==> src/rtl/i2cb_pkg.sv <==
package i2cb_pkg;
  localparam int NUM_WR  = 12;
  localparam int NUM_ALL = 14;
  localparam int AW      = $clog2(NUM_ALL);

  typedef enum logic [2:0] {ST_IDLE, ST_RX, ST_RXACK, ST_TX, ST_TXACK} st_t;
  typedef enum logic [1:0] {PH_DEV, PH_PTR, PH_DATA} ph_t;

  function automatic logic [7:0] reg_default(input int idx);
    case (idx)
      0:  return 8'h80;
      1:  return 8'h23;
      2:  return 8'h02;
      3:  return 8'hF6;
      4:  return 8'h84;
      5:  return 8'h01;
      6:  return 8'hC0;
      7:  return 8'hCC;
      8:  return 8'h4B;
      11: return 8'h08;
      default: return 8'h00;
    endcase
  endfunction
endpackage

==> src/rtl/i2cb_line_filter.sv <==
module i2cb_line_filter #(
  parameter int N_LINES     = 2,
  parameter int SYNC_STAGES = 2,
  parameter int FILT_LEN    = 3
) (
  input  logic               clk,
  input  logic               rst,
  input  logic [N_LINES-1:0] din,
  output logic [N_LINES-1:0] dout
);
  for (genvar g = 0; g < N_LINES; g++) begin : g_line
    logic [SYNC_STAGES-1:0] sync_q;
    logic [FILT_LEN-1:0]    hist_q;
    always_ff @(posedge clk) begin
      if (rst) begin
        sync_q  <= '1;
        hist_q  <= '1;
        dout[g] <= 1'b1;
      end else begin
        sync_q <= {sync_q[SYNC_STAGES-2:0], din[g]};
        hist_q <= {hist_q[FILT_LEN-2:0], sync_q[SYNC_STAGES-1]};
        if (&hist_q)       dout[g] <= 1'b1;
        else if (~|hist_q) dout[g] <= 1'b0;
      end
    end
  end
endmodule

==> src/rtl/i2cb_proto.sv <==
module i2cb_proto
  import i2cb_pkg::*;
#(
  parameter logic [5:0] DEV_BASE = 6'b110000
) (
  input  logic          clk,
  input  logic          rst,
  input  logic          scl,
  input  logic          sda,
  input  logic          addr_sel,
  input  logic [7:0]    rd_data,
  output logic [AW-1:0] ptr,
  output logic          sda_oe,
  output logic          wr_en,
  output logic [AW-1:0] wr_addr,
  output logic [7:0]    wr_data,
  output logic          rd_fire,
  output logic [AW-1:0] rd_addr,
  output logic          stop_ev
);
  localparam logic [AW-1:0] LAST   = AW'(NUM_ALL - 1);
  localparam logic [7:0]    NALL_B = 8'(NUM_ALL);

  st_t        st;
  ph_t        ph;
  logic       scl_d, sda_d, rw, m_nack;
  logic [3:0] bitcnt;
  logic [7:0] sh;

  wire scl_rise = scl & ~scl_d;
  wire scl_fall = ~scl & scl_d;
  wire start_ev = scl & scl_d & sda_d & ~sda;
  assign stop_ev = scl & scl_d & ~sda_d & sda;
  wire dev_hit  = (sh[7:1] == {DEV_BASE, addr_sel});

  function automatic logic [AW-1:0] next_ptr(input logic [AW-1:0] p);
    return (p == LAST) ? '0 : p + 1'b1;
  endfunction

  always_ff @(posedge clk) begin
    if (rst) begin
      scl_d <= 1'b1;  sda_d <= 1'b1;
      st <= ST_IDLE;  ph <= PH_DEV;
      bitcnt <= '0;   sh <= '0;
      rw <= 1'b0;     m_nack <= 1'b0;
      ptr <= '0;      sda_oe <= 1'b0;
      wr_en <= 1'b0;  wr_addr <= '0;  wr_data <= '0;
      rd_fire <= 1'b0; rd_addr <= '0;
    end else begin
      scl_d   <= scl;
      sda_d   <= sda;
      wr_en   <= 1'b0;
      rd_fire <= 1'b0;
      if (start_ev) begin
        st <= ST_RX;  ph <= PH_DEV;  bitcnt <= '0;  sda_oe <= 1'b0;
      end else if (stop_ev) begin
        st <= ST_IDLE;  sda_oe <= 1'b0;
      end else begin
        case (st)
          ST_RX: begin
            if (scl_rise) begin
              sh     <= {sh[6:0], sda};
              bitcnt <= bitcnt + 1'b1;
            end else if (scl_fall && bitcnt == 4'd8) begin
              case (ph)
                PH_DEV: begin
                  if (dev_hit) begin
                    rw <= sh[0];  sda_oe <= 1'b1;  st <= ST_RXACK;
                  end else begin
                    st <= ST_IDLE;
                  end
                end
                PH_PTR: begin
                  ptr    <= (sh < NALL_B) ? sh[AW-1:0] : '0;
                  sda_oe <= 1'b1;  st <= ST_RXACK;
                end
                default: begin
                  wr_en   <= 1'b1;  wr_addr <= ptr;  wr_data <= sh;
                  ptr     <= next_ptr(ptr);
                  sda_oe  <= 1'b1;  st <= ST_RXACK;
                end
              endcase
            end
          end
          ST_RXACK: begin
            if (scl_fall) begin
              bitcnt <= '0;
              if (ph == PH_DEV && rw) begin
                st <= ST_TX;  sh <= rd_data;  sda_oe <= ~rd_data[7];
                rd_fire <= 1'b1;  rd_addr <= ptr;  ptr <= next_ptr(ptr);
              end else begin
                sda_oe <= 1'b0;  st <= ST_RX;
                ph <= (ph == PH_DEV) ? PH_PTR : PH_DATA;
              end
            end
          end
          ST_TX: begin
            if (scl_fall) begin
              if (bitcnt == 4'd7) begin
                sda_oe <= 1'b0;  st <= ST_TXACK;
              end else begin
                sh <= {sh[6:0], 1'b0};  sda_oe <= ~sh[6];  bitcnt <= bitcnt + 1'b1;
              end
            end
          end
          ST_TXACK: begin
            if (scl_rise) m_nack <= sda;
            else if (scl_fall) begin
              if (!m_nack) begin
                st <= ST_TX;  bitcnt <= '0;  sh <= rd_data;  sda_oe <= ~rd_data[7];
                rd_fire <= 1'b1;  rd_addr <= ptr;  ptr <= next_ptr(ptr);
              end else begin
                st <= ST_IDLE;
              end
            end
          end
          default: ;
        endcase
      end
    end
  end


  ack_hold_chk: assert property (@(posedge clk) disable iff (rst)
    (scl && scl_d && !start_ev && !stop_ev) |=> $stable(sda_oe));

  oe_state_chk: assert property (@(posedge clk) disable iff (rst)
    sda_oe |-> (st == ST_RXACK || st == ST_TX));

  ptr_range_chk: assert property (@(posedge clk) disable iff (rst)
    ptr <= LAST);

  no_foreign_ack_chk: assert property (@(posedge clk) disable iff (rst)
    (st == ST_RX && ph == PH_DEV && scl_fall && bitcnt == 4'd8 && !dev_hit) |=> !sda_oe);
endmodule

==> src/rtl/i2cb_regfile.sv <==
module i2cb_regfile
  import i2cb_pkg::*;
#(
  parameter int CAL_REG = 4
) (
  input  logic              clk,
  input  logic              rst,
  input  logic              wr_en,
  input  logic [AW-1:0]     wr_addr,
  input  logic [7:0]        wr_data,
  input  logic [AW-1:0]     ptr,
  input  logic              rd_fire,
  input  logic [AW-1:0]     rd_addr,
  input  logic              stop_ev,
  input  logic [6:0]        stat_a,
  input  logic [7:0]        stat_b,
  output logic [7:0]        rd_data,
  output logic [8*NUM_WR-1:0] regs_flat,
  output logic              cal_start,
  output logic              por_flag
);
  localparam logic [AW-1:0] NWR_A = AW'(NUM_WR);
  localparam logic [AW-1:0] CAL_A = AW'(CAL_REG);

  logic [7:0] regs [NUM_WR];
  logic       stat_seen;

  for (genvar g = 0; g < NUM_WR; g++) begin : g_reg
    always_ff @(posedge clk) begin
      if (rst)                                  regs[g] <= reg_default(g);
      else if (wr_en && wr_addr == AW'(g))      regs[g] <= wr_data;
    end
    assign regs_flat[8*g +: 8] = regs[g];
  end

  always_ff @(posedge clk) begin
    if (rst) begin
      cal_start <= 1'b0;  por_flag <= 1'b1;  stat_seen <= 1'b0;
    end else begin
      cal_start <= wr_en && (wr_addr == CAL_A);
      if (stop_ev) begin
        if (stat_seen) por_flag <= 1'b0;
        stat_seen <= 1'b0;
      end else if (rd_fire && rd_addr == NWR_A) begin
        stat_seen <= 1'b1;
      end
    end
  end

  always_comb begin
    if (ptr < NWR_A)        rd_data = regs[ptr];
    else if (ptr == NWR_A)  rd_data = {por_flag, stat_a};
    else                    rd_data = stat_b;
  end


  cal_pulse_chk: assert property (@(posedge clk) disable iff (rst)
    cal_start |=> !cal_start);

  por_sticky_chk: assert property (@(posedge clk) disable iff (rst)
    !por_flag |=> !por_flag);

  ro_guard_chk: assert property (@(posedge clk) disable iff (rst)
    (wr_en && wr_addr >= NWR_A) |=> $stable(regs_flat));
endmodule

==> src/rtl/i2c_cfg_slave.sv <==
module i2c_cfg_slave
  import i2cb_pkg::*;
#(
  parameter logic [5:0] DEV_BASE    = 6'b110000,
  parameter int         CAL_REG     = 4,
  parameter int         SYNC_STAGES = 2,
  parameter int         FILT_LEN    = 3
) (
  input  logic        clk,
  input  logic        rst,
  input  logic        scl_in,
  input  logic        sda_in,
  input  logic        addr_sel,
  input  logic [6:0]  stat_a_in,
  input  logic [7:0]  stat_b_in,
  output logic        sda_oe,
  output logic [95:0] cfg_regs,
  output logic        cal_start,
  output logic        por_flag
);
  logic [1:0]    filt;
  logic [7:0]    rd_data, wr_data;
  logic [AW-1:0] ptr, wr_addr, rd_addr;
  logic          wr_en, rd_fire, stop_ev;

  i2cb_line_filter #(.N_LINES(2), .SYNC_STAGES(SYNC_STAGES), .FILT_LEN(FILT_LEN)) u_filt (
    .clk(clk), .rst(rst), .din({scl_in, sda_in}), .dout(filt));

  i2cb_proto #(.DEV_BASE(DEV_BASE)) u_proto (
    .clk(clk), .rst(rst), .scl(filt[1]), .sda(filt[0]), .addr_sel(addr_sel),
    .rd_data(rd_data), .ptr(ptr), .sda_oe(sda_oe), .wr_en(wr_en),
    .wr_addr(wr_addr), .wr_data(wr_data), .rd_fire(rd_fire),
    .rd_addr(rd_addr), .stop_ev(stop_ev));

  i2cb_regfile #(.CAL_REG(CAL_REG)) u_regs (
    .clk(clk), .rst(rst), .wr_en(wr_en), .wr_addr(wr_addr), .wr_data(wr_data),
    .ptr(ptr), .rd_fire(rd_fire), .rd_addr(rd_addr), .stop_ev(stop_ev),
    .stat_a(stat_a_in), .stat_b(stat_b_in), .rd_data(rd_data),
    .regs_flat(cfg_regs), .cal_start(cal_start), .por_flag(por_flag));
endmodule

==> config.mk <==
export PLATFORM = sky130hd
export DESIGN_NAME = i2c_cfg_slave
export DESIGN_NICKNAME = d
export VERILOG_FILES = /design/src/rtl/i2cb_pkg.sv /design/src/rtl/i2cb_line_filter.sv /design/src/rtl/i2cb_proto.sv /design/src/rtl/i2cb_regfile.sv /design/src/rtl/i2c_cfg_slave.sv
export SDC_FILE = /design/constraint.sdc
export NUM_CORES = 1
export LEC_CHECK = 0
export CAP_MARGIN = 30
export CORE_MARGIN = 3
export CORE_UTILIZATION = 54
export CTS_BUF_LIST = sky130_fd_sc_hd__clkbuf_4 sky130_fd_sc_hd__clkbuf_8 sky130_fd_sc_hd__clkbuf_16
export DETAILED_ROUTE_END_ITERATION = 7
export GPL_ROUTABILITY_DRIVEN = 0
export PLACE_DENSITY = 0.8
export SYNTH_ARGS = -nofsm -noshare
export SYNTH_HDL_FRONTEND = slang
export SYNTH_SLANG_ARGS = --single-unit
==> constraint.sdc <==
create_clock -name clk -period 2.6 [get_ports clk]
set_input_delay 0.26 -clock clk [delete_from_list [all_inputs] [get_ports clk]]
set_output_delay 0.26 -clock clk [all_outputs]
set_load 0.05 [all_outputs]
==> key figures, run 1 <==
Worst setup path
  • Critical Path End Type: flip-flop
  • CP Launch Type: flip-flop
  • Delay-heaviest family, CP: flip-flops
  • Max stage delay on crit path: ~670 ps
  • Kind of critical path: flip-flop to flip-flop
  • Worst Path Arrival: 2630 ps
  • Largest fanout on the critical path: 10
  • CP Cell Sequence: xor2_2 > nand3_2 > a2111oi_4 > nor3b_2 > nor3_1
  • Critical path's slowest cell: dfxtp_1
  • Bufs and invs on worst path: 0
  • WP data required: 2900 ps

Clocking
  • CTS tree: done
  • Depth of the CTS H-tree: 4
  • Setup bufs post-CTS: 0
  • Post-CTS sizing: 0
  • Clock Path Buffers: 2
  • Root Driver: clkbuf_16
  • Post-CTS Hold Fix Bufs: 0
  • Clock transition at the registers of the reported paths: 60 ps
  • Clock buffer count from CTS: 17
  • Later-pin clock latency in the skew report: 430 ps
  • # clock sinks: 159

Yosys
  • Cells after Synth: 654
  • Syn avg cell area: 11.5 um^2
  • Synth cell count leaders: edfxtp_1 (96), and2_1 (75), dfxtp_1 (63), nand2_1 (51), a21oi_1 (35)
  • EDFF count, synth: 96
  • Synth area leaders: edfxtp_1 (38%), dfxtp_1 (17%), and2_1 (6.2%)
  • Ys flop type: edfxtp_1
  • Cell taking the most area after synthesis: edfxtp_1
  • Synth Register Bits: 159
  • Async set or reset register ratio after synthesis: 0%
  • Seq/Total Area, Yosys: between 50 and 60%
  • Syn Std Cell Area: ~7500 um^2
  • Post-synth top area share: between 30% and 40%
  • Cell with the most instances after synthesis: edfxtp_1
  • Synthesis Warnings: 0
  • Post-Syn Nets: 676
  • Synth unique cells: 71

Die
  • # rows: 42
  • Total die area: 15,400 um^2
  • Initial Util: 55.9%
  • Chip height: 124 um
  • Std-Cell Core Area: 13,500 um^2
  • I/O Pins: 119
  • Die W: 124 um

Place
  • Port bufs: between 100 and 150
  • HPWL after DPL: between 15 and 20 mm

Timing
  • Worst-Margin Slew: about 1100 ps
  • Post-route clock period utilization: 89.5%
  • RSZ-0062 raised after global routing: no
  • Slew margin rel.: 26.0%
  • Tmin final: 2330 ps
  • Final setup vio count: 0
  • Setup Skew: about 8.4 ps
  • Max Clk Rate: 430 MHz
  • Fin Setup TNS: 0 ps
  • Slew Limit Fails: 0
  • Final Hold Vio Count: 0

Cells and area
  • Synth-to-layout area growth: 26.6%
  • Nets: 800
  • Share of cells above drive strength 1: 15.0%

GRT
  • Vias in the first global route: 5,878
  • Grt total ovfl: 0
  • Initial antenna violation count: 0
  • GRT Total Usage: between 20% and 30%
  • Global-route wire length before repair: between 30 and 40 mm
  • Largest net degree at the start of global routing: 39

Status
  • Outcome: completed

Routing
  • Vias per std cell: 6.17
  • Wirelength per Cell: 22.2 um
  • Routed vias: 5,975
  • Residual DRC: 0
  • 1st-iter DRT viols: 549
  • 1st-pass router iterations: 5
  • Routed WL: 21.5 mm
  • Final ANT Viol Nets: 0

Power
  • Int Pwr: 4270 uW
  • Sequential power share: between 40 and 50%
  • Combinational power share: under 10%
  • Power, Total: 5540 uW
  • Net Sw Frac: around 23%
  • Clock network fraction of total power: 44.4%
  • Leak: ~0.0033 uW
  • Max VDD drop: approximately 0.5 mV
  • PD cells: 582 nW/um^2
  • Switching pwr: 1270 uW

Job
  • # Max-Cap Violations: 0

Worst hold path
  • Class of the worst hold path: primary input to flip-flop
-- logic make-up after synthesis --
| family | synth area share (%) |
|---|---|
| adder cells (fa/ha/maj) | 0.333 |
| AO/OA/AOI/OAI | 10.7 |
| multiplexers | 9.25 |
| XOR/XNOR | 0.566 |
| AND/OR/NAND/NOR | 21.1 |
| flip-flops | 55.1 |
| buffers and inverters | 2.95 |
-- registers in the layout, indices dropped and copies added (netlist names), 2 cells and up, named ones only --
name	count
u_proto.sh	8
u_filt.g_line.hist_q	6
u_regs.regs	96
u_proto.rd_addr	4
u_proto.ptr	4
u_proto.wr_addr	4
u_filt.dout	2
u_proto.ph	2
u_filt.g_line.sync_q	4
u_proto.st	3
u_proto.bitcnt	4
u_proto.wr_data	8
-- power groups by stage --
stage	Sequential, uW	Clock, uW	Combinational, uW
after floorplan	2920	0	62.5
after global placement	2790	0	336
after detailed placement	2790	0	342
after CTS	2730	2480	344
after global routing	2740	2590	354
final	2730	2460	343
-- through the flow --
stage                     instances  worst slack (ps)  utilization [%]  cell area, um^2  hold slack, ps
after floorplan                 654               749                -             7520             364
after global placement          931               442             66.2             8910             392
after detailed placement        935               347             66.4             8930             397
after CTS                       967               317             70.7             9520             218
after global routing            967               153             70.7             9520             258
final                           968               274             70.8             9520             239
-- layout by cell type (no fill, tap or decap), types with 4 or more instances in the layout --
| master | count |
|---|---|
| clkdlybuf4s50_1 | 117 |
| edfxtp_1 | 96 |
| and2_1 | 75 |
| dfxtp_1 | 62 |
| nand2_1 | 51 |
| a21oi_1 | 35 |
| nor2_1 | 28 |
| buf_4 | 25 |
| nand2b_1 | 23 |
| o21ai_0 | 20 |
| mux2i_1 | 20 |
| nor3_1 | 19 |
| mux4_2 | 18 |
| clkbuf_16 | 17 |
| nand3_1 | 16 |
| or2_2 | 13 |
| or3_1 | 13 |
| inv_1 | 8 |
| nor3b_1 | 8 |
| mux2_2 | 8 |
| nand3b_1 | 6 |
| a311oi_1 | 6 |
| nor2b_1 | 5 |
| a211oi_1 | 5 |
| a32oi_1 | 4 |
| o31ai_1 | 4 |
| clkinv_4 | 4 |
| buf_2 | 4 |
-- worst register-to-register path, stage by stage, from the launching register on --
cell and delay (ps):
dfxtp_1 670, xor2_2 290, nand3_2 190, a2111oi_4 660
nor3b_2 320, nor3_1 70
-- layout make-up --
class                   instances  area [um^2]
flip-flops and latches        159         4150
fillers                       953         3930
multi-input cells             445         3150
repair buffers                146         1380
clock buffers                  19          447
well taps                     176          220
clock inverters                13          139
inverters                       9         33.8
diodes                          1         2.50
-- final timing paths --
check	slack, ps	to	depth (start not counted)	from
setup / recovery	270	u_proto.ptr[3]$_SDFFE_PP0P_	5	u_proto.st[1]$_SDFFE_PP0P_
hold / removal	240	u_proto.wr_addr[2]$_SDFFE_PP0P_	2	rst
setup reg to reg	270	u_proto.ptr[3]$_SDFFE_PP0P_	5	u_proto.st[1]$_SDFFE_PP0P_
hold reg to reg	420	u_filt.g_line[0].sync_q[1]$_SDFF_PP1_	1	u_filt.g_line[0].sync_q[0]$_SDFF_PP1_
-- layer usage --
metal | GRT usage (%) | share of wire [%] | vias to the layer above
met5 | 0 | 0 | -
met4 | 10.1 | 2.9 | 0
met3 | 8.36 | 10 | 55
met2 | 47.5 | 48 | 365
met1 | 37.3 | 39 | 2893
li1 | - | - | 2662
Note: power is estimated with default switching activity, not from simulation.
==> run 2, diff against run 1 <==
--- a/config.mk
+++ b/config.mk
@@ -6,12 +6,11 @@
 export NUM_CORES = 1
 export LEC_CHECK = 0
 export CAP_MARGIN = 30
-export CORE_MARGIN = 3
-export CORE_UTILIZATION = 54
+export CORE_MARGIN = 2
+export CORE_UTILIZATION = 34
 export CTS_BUF_LIST = sky130_fd_sc_hd__clkbuf_4 sky130_fd_sc_hd__clkbuf_8 sky130_fd_sc_hd__clkbuf_16
 export DETAILED_ROUTE_END_ITERATION = 7
 export GPL_ROUTABILITY_DRIVEN = 0
-export PLACE_DENSITY = 0.8
 export SYNTH_ARGS = -nofsm -noshare
 export SYNTH_HDL_FRONTEND = slang
 export SYNTH_SLANG_ARGS = --single-unit
==> key figures, run 2 (synthesized netlist as in run 1, its figures left out) <==
Status
  • Outcome: completed

Worst setup path
  • Largest fanout on the critical path: 10
  • Crit path depth: 5
  • Critical path's slowest cell: dfxtp_1
  • Critical Path End Type: flip-flop
  • Max stage delay on crit path: 670 ps
  • Worst r2r src: u_proto.st[1]$_SDFFE_PP0P_
  • CP Cell Sequence: xor2_2 > nand3_2 > a2111oi_4 > nor3b_2 > nor3_1
  • Bufs and invs on worst path: 0
  • Reg-to-reg slack, setup: 310 ps
  • WP data required: just under 3000 ps
  • Kind of critical path: flip-flop to flip-flop
  • FF-to-FF path depth: 5
  • Worst Path Arrival: 2590 ps
  • Delay-heaviest family, CP: flip-flops
  • CP Launch Type: flip-flop

Clocking
  • Post-CTS sizing: 0
  • Clock buffer count from CTS: 17
  • Setup bufs post-CTS: 0
  • # clock sinks: 159
  • Clock Path Buffers: 2
  • CTS tree: done
  • Later-pin clock latency in the skew report: about 430 ps
  • Post-CTS Hold Fix Bufs: 0
  • Root Driver: clkbuf_16
  • Depth of the CTS H-tree: 4
  • Clock transition at the registers of the reported paths: 60 ps

Routing
  • 1st-pass router iterations: 5
  • 1st-iter DRT viols: approximately 520
  • Residual DRC: 0
  • Final ANT Viol Nets: 0
  • Vias per std cell: 5.32
  • Wirelength per Cell: 20.8 um
  • Routed vias: 5,700
  • Routed WL: 22.2 mm

Die
  • Chip height: 153 um
  • Die W: 153 um
  • I/O Pins: 119
  • Total die area: 23,300 um^2
  • Initial Util: about a third
  • Std-Cell Core Area: approximately 22,000 um^2
  • # rows: 54

Worst hold path
  • Hold path start: rst
  • Class of the worst hold path: primary input to flip-flop
  • Hold Path Cell Cnt: 2
  • Hold path endpoint: u_proto.wr_en$_SDFF_PP0_

Timing
  • Slew margin rel.: 43.3%
  • Worst-Margin Slew: 844 ps
  • Max Clk Rate: 436 MHz
  • Slew Limit Fails: 0
  • Setup Skew: 8.10 ps
  • Post-route clock period utilization: 88.1%
  • Worst Slack Setup Final: about 310 ps
  • Final setup vio count: 0
  • RSZ-0062 raised after global routing: no
  • Tmin final: approximately 2300 ps
  • Final Hold Vio Count: 0
  • Fin Setup TNS: 0 ps

Job
  • # Max-Cap Violations: 0

Cells and area
  • Fin util: 44.2%
  • Max FFs per register: 96
  • Finished Cell Area: approximately 9600 um^2
  • Biggest regs: u_regs.regs: 96 flops, u_proto.sh: 8 flops, u_proto.wr_data: 8 flops
  • Nets: 799
  • Synth-to-layout area growth: 27.9%
  • Share of cells above drive strength 1: 14.9%
  • Commonest non-fill, non-tap cells in the layout: clkdlybuf4s50_1 (117), edfxtp_1 (96), and2_1 (75)
  • Top reg by flops: u_regs.regs
  • Most common cell after layout, fill and taps aside: clkdlybuf4s50_1

Power
  • Sequential power share: 50.7%
  • Combinational power share: approximately 6.4%
  • Max VDD drop: 0.490 mV
  • PD cells: 560 nW/um^2
  • Power, Total: 5390 uW
  • Clock network fraction of total power: between 40 and 50%
  • Int Pwr: 4070 uW
  • Net Sw Frac: about a quarter
  • Switching pwr: 1320 uW
  • Leak: 0.00324 uW

Place
  • Post-DP Area: 9070 um^2
  • Port bufs: 118
  • HPWL after DPL: 15.7 mm
  • DP Worst Slack: 344 ps

GRT
  • Initial antenna violation count: 1
  • Global-route wire length before repair: 33.4 mm
  • Grt total ovfl: 0
  • GRT Total Usage: 18.9%
  • Vias in the first global route: roughly 5,500
  • Largest net degree at the start of global routing: 42
[run 2: changes by cell type in the layout (fill, tap and decap cells not counted), sizes merged]
cell / change
clkinvlp: +1
bufinv: -2
buf: -1
inv: +4
clkbuf: -1
clkinv: -2
[run 2: metal layers]
| layer | GRT usage (%) | up-vias | wire, um |
|---|---|---|---|
| met3 | 3.21 | 17 | 1360 |
| met2 | 28.4 | 192 | 10400 |
| li1 | - | 2659 | - |
| met4 | 6.39 | 0 | 306 |
| met5 | 0 | - | 0 |
| met1 | 27.8 | 2832 | 10200 |
[run 2: metrics by stage]
step | hold slack [ps] | instances
3_5_place_dp | 394 | 1038
3_3_place_gp | 391 | 1037
4_1_cts | 191 | 1070
6_report | 201 | 1071
5_1_grt | 238 | 1071
2_1_floorplan | 364 | 654
[run 2: final cells by class]
cell class / count / area, um^2
multi-input cells: 445 / 3150
well taps: 280 / 350
flip-flops and latches: 159 / 4150
repair buffers: 145 / 1390
diodes: 1 / 2.50
clock buffers: 18 / 433
clock inverters: 14 / 110
fillers: 2074 / 12100
inverters: 9 / 33.8
[run 2: power groups by stage]
stage | sequential [uW] | combinational [uW] | clock, uW
2_1_floorplan | 2920 | 62.5 | 0
3_3_place_gp | 2790 | 347 | 0
3_5_place_dp | 2790 | 348 | 0
4_1_cts | 2730 | 350 | 2340
5_1_grt | 2740 | 360 | 2460
6_report | 2730 | 347 | 2310
[run 2: worst max-delay path by stage]
| stage | from | to | slack (ps) |
|---|---|---|---|
| 2_1_floorplan | u_proto.bitcnt[0]$_SDFFE_PP0P_ | flip-flop | 750 |
| 3_3_place_gp | u_proto.st[1]$_SDFFE_PP0P_ | u_proto.ptr[3]$_SDFFE_PP0P_ | 390 |
| 3_5_place_dp | u_proto.st[1]$_SDFFE_PP0P_ | u_proto.ptr[3]$_SDFFE_PP0P_ | 340 |
| 4_1_cts | u_proto.st[1]$_SDFFE_PP0P_ | flip-flop | 320 |
| 5_1_grt | u_proto.st[1]$_SDFFE_PP0P_ | flip-flop | 180 |
| 6_report | u_proto.st[1]$_SDFFE_PP0P_ | flip-flop | 310 |
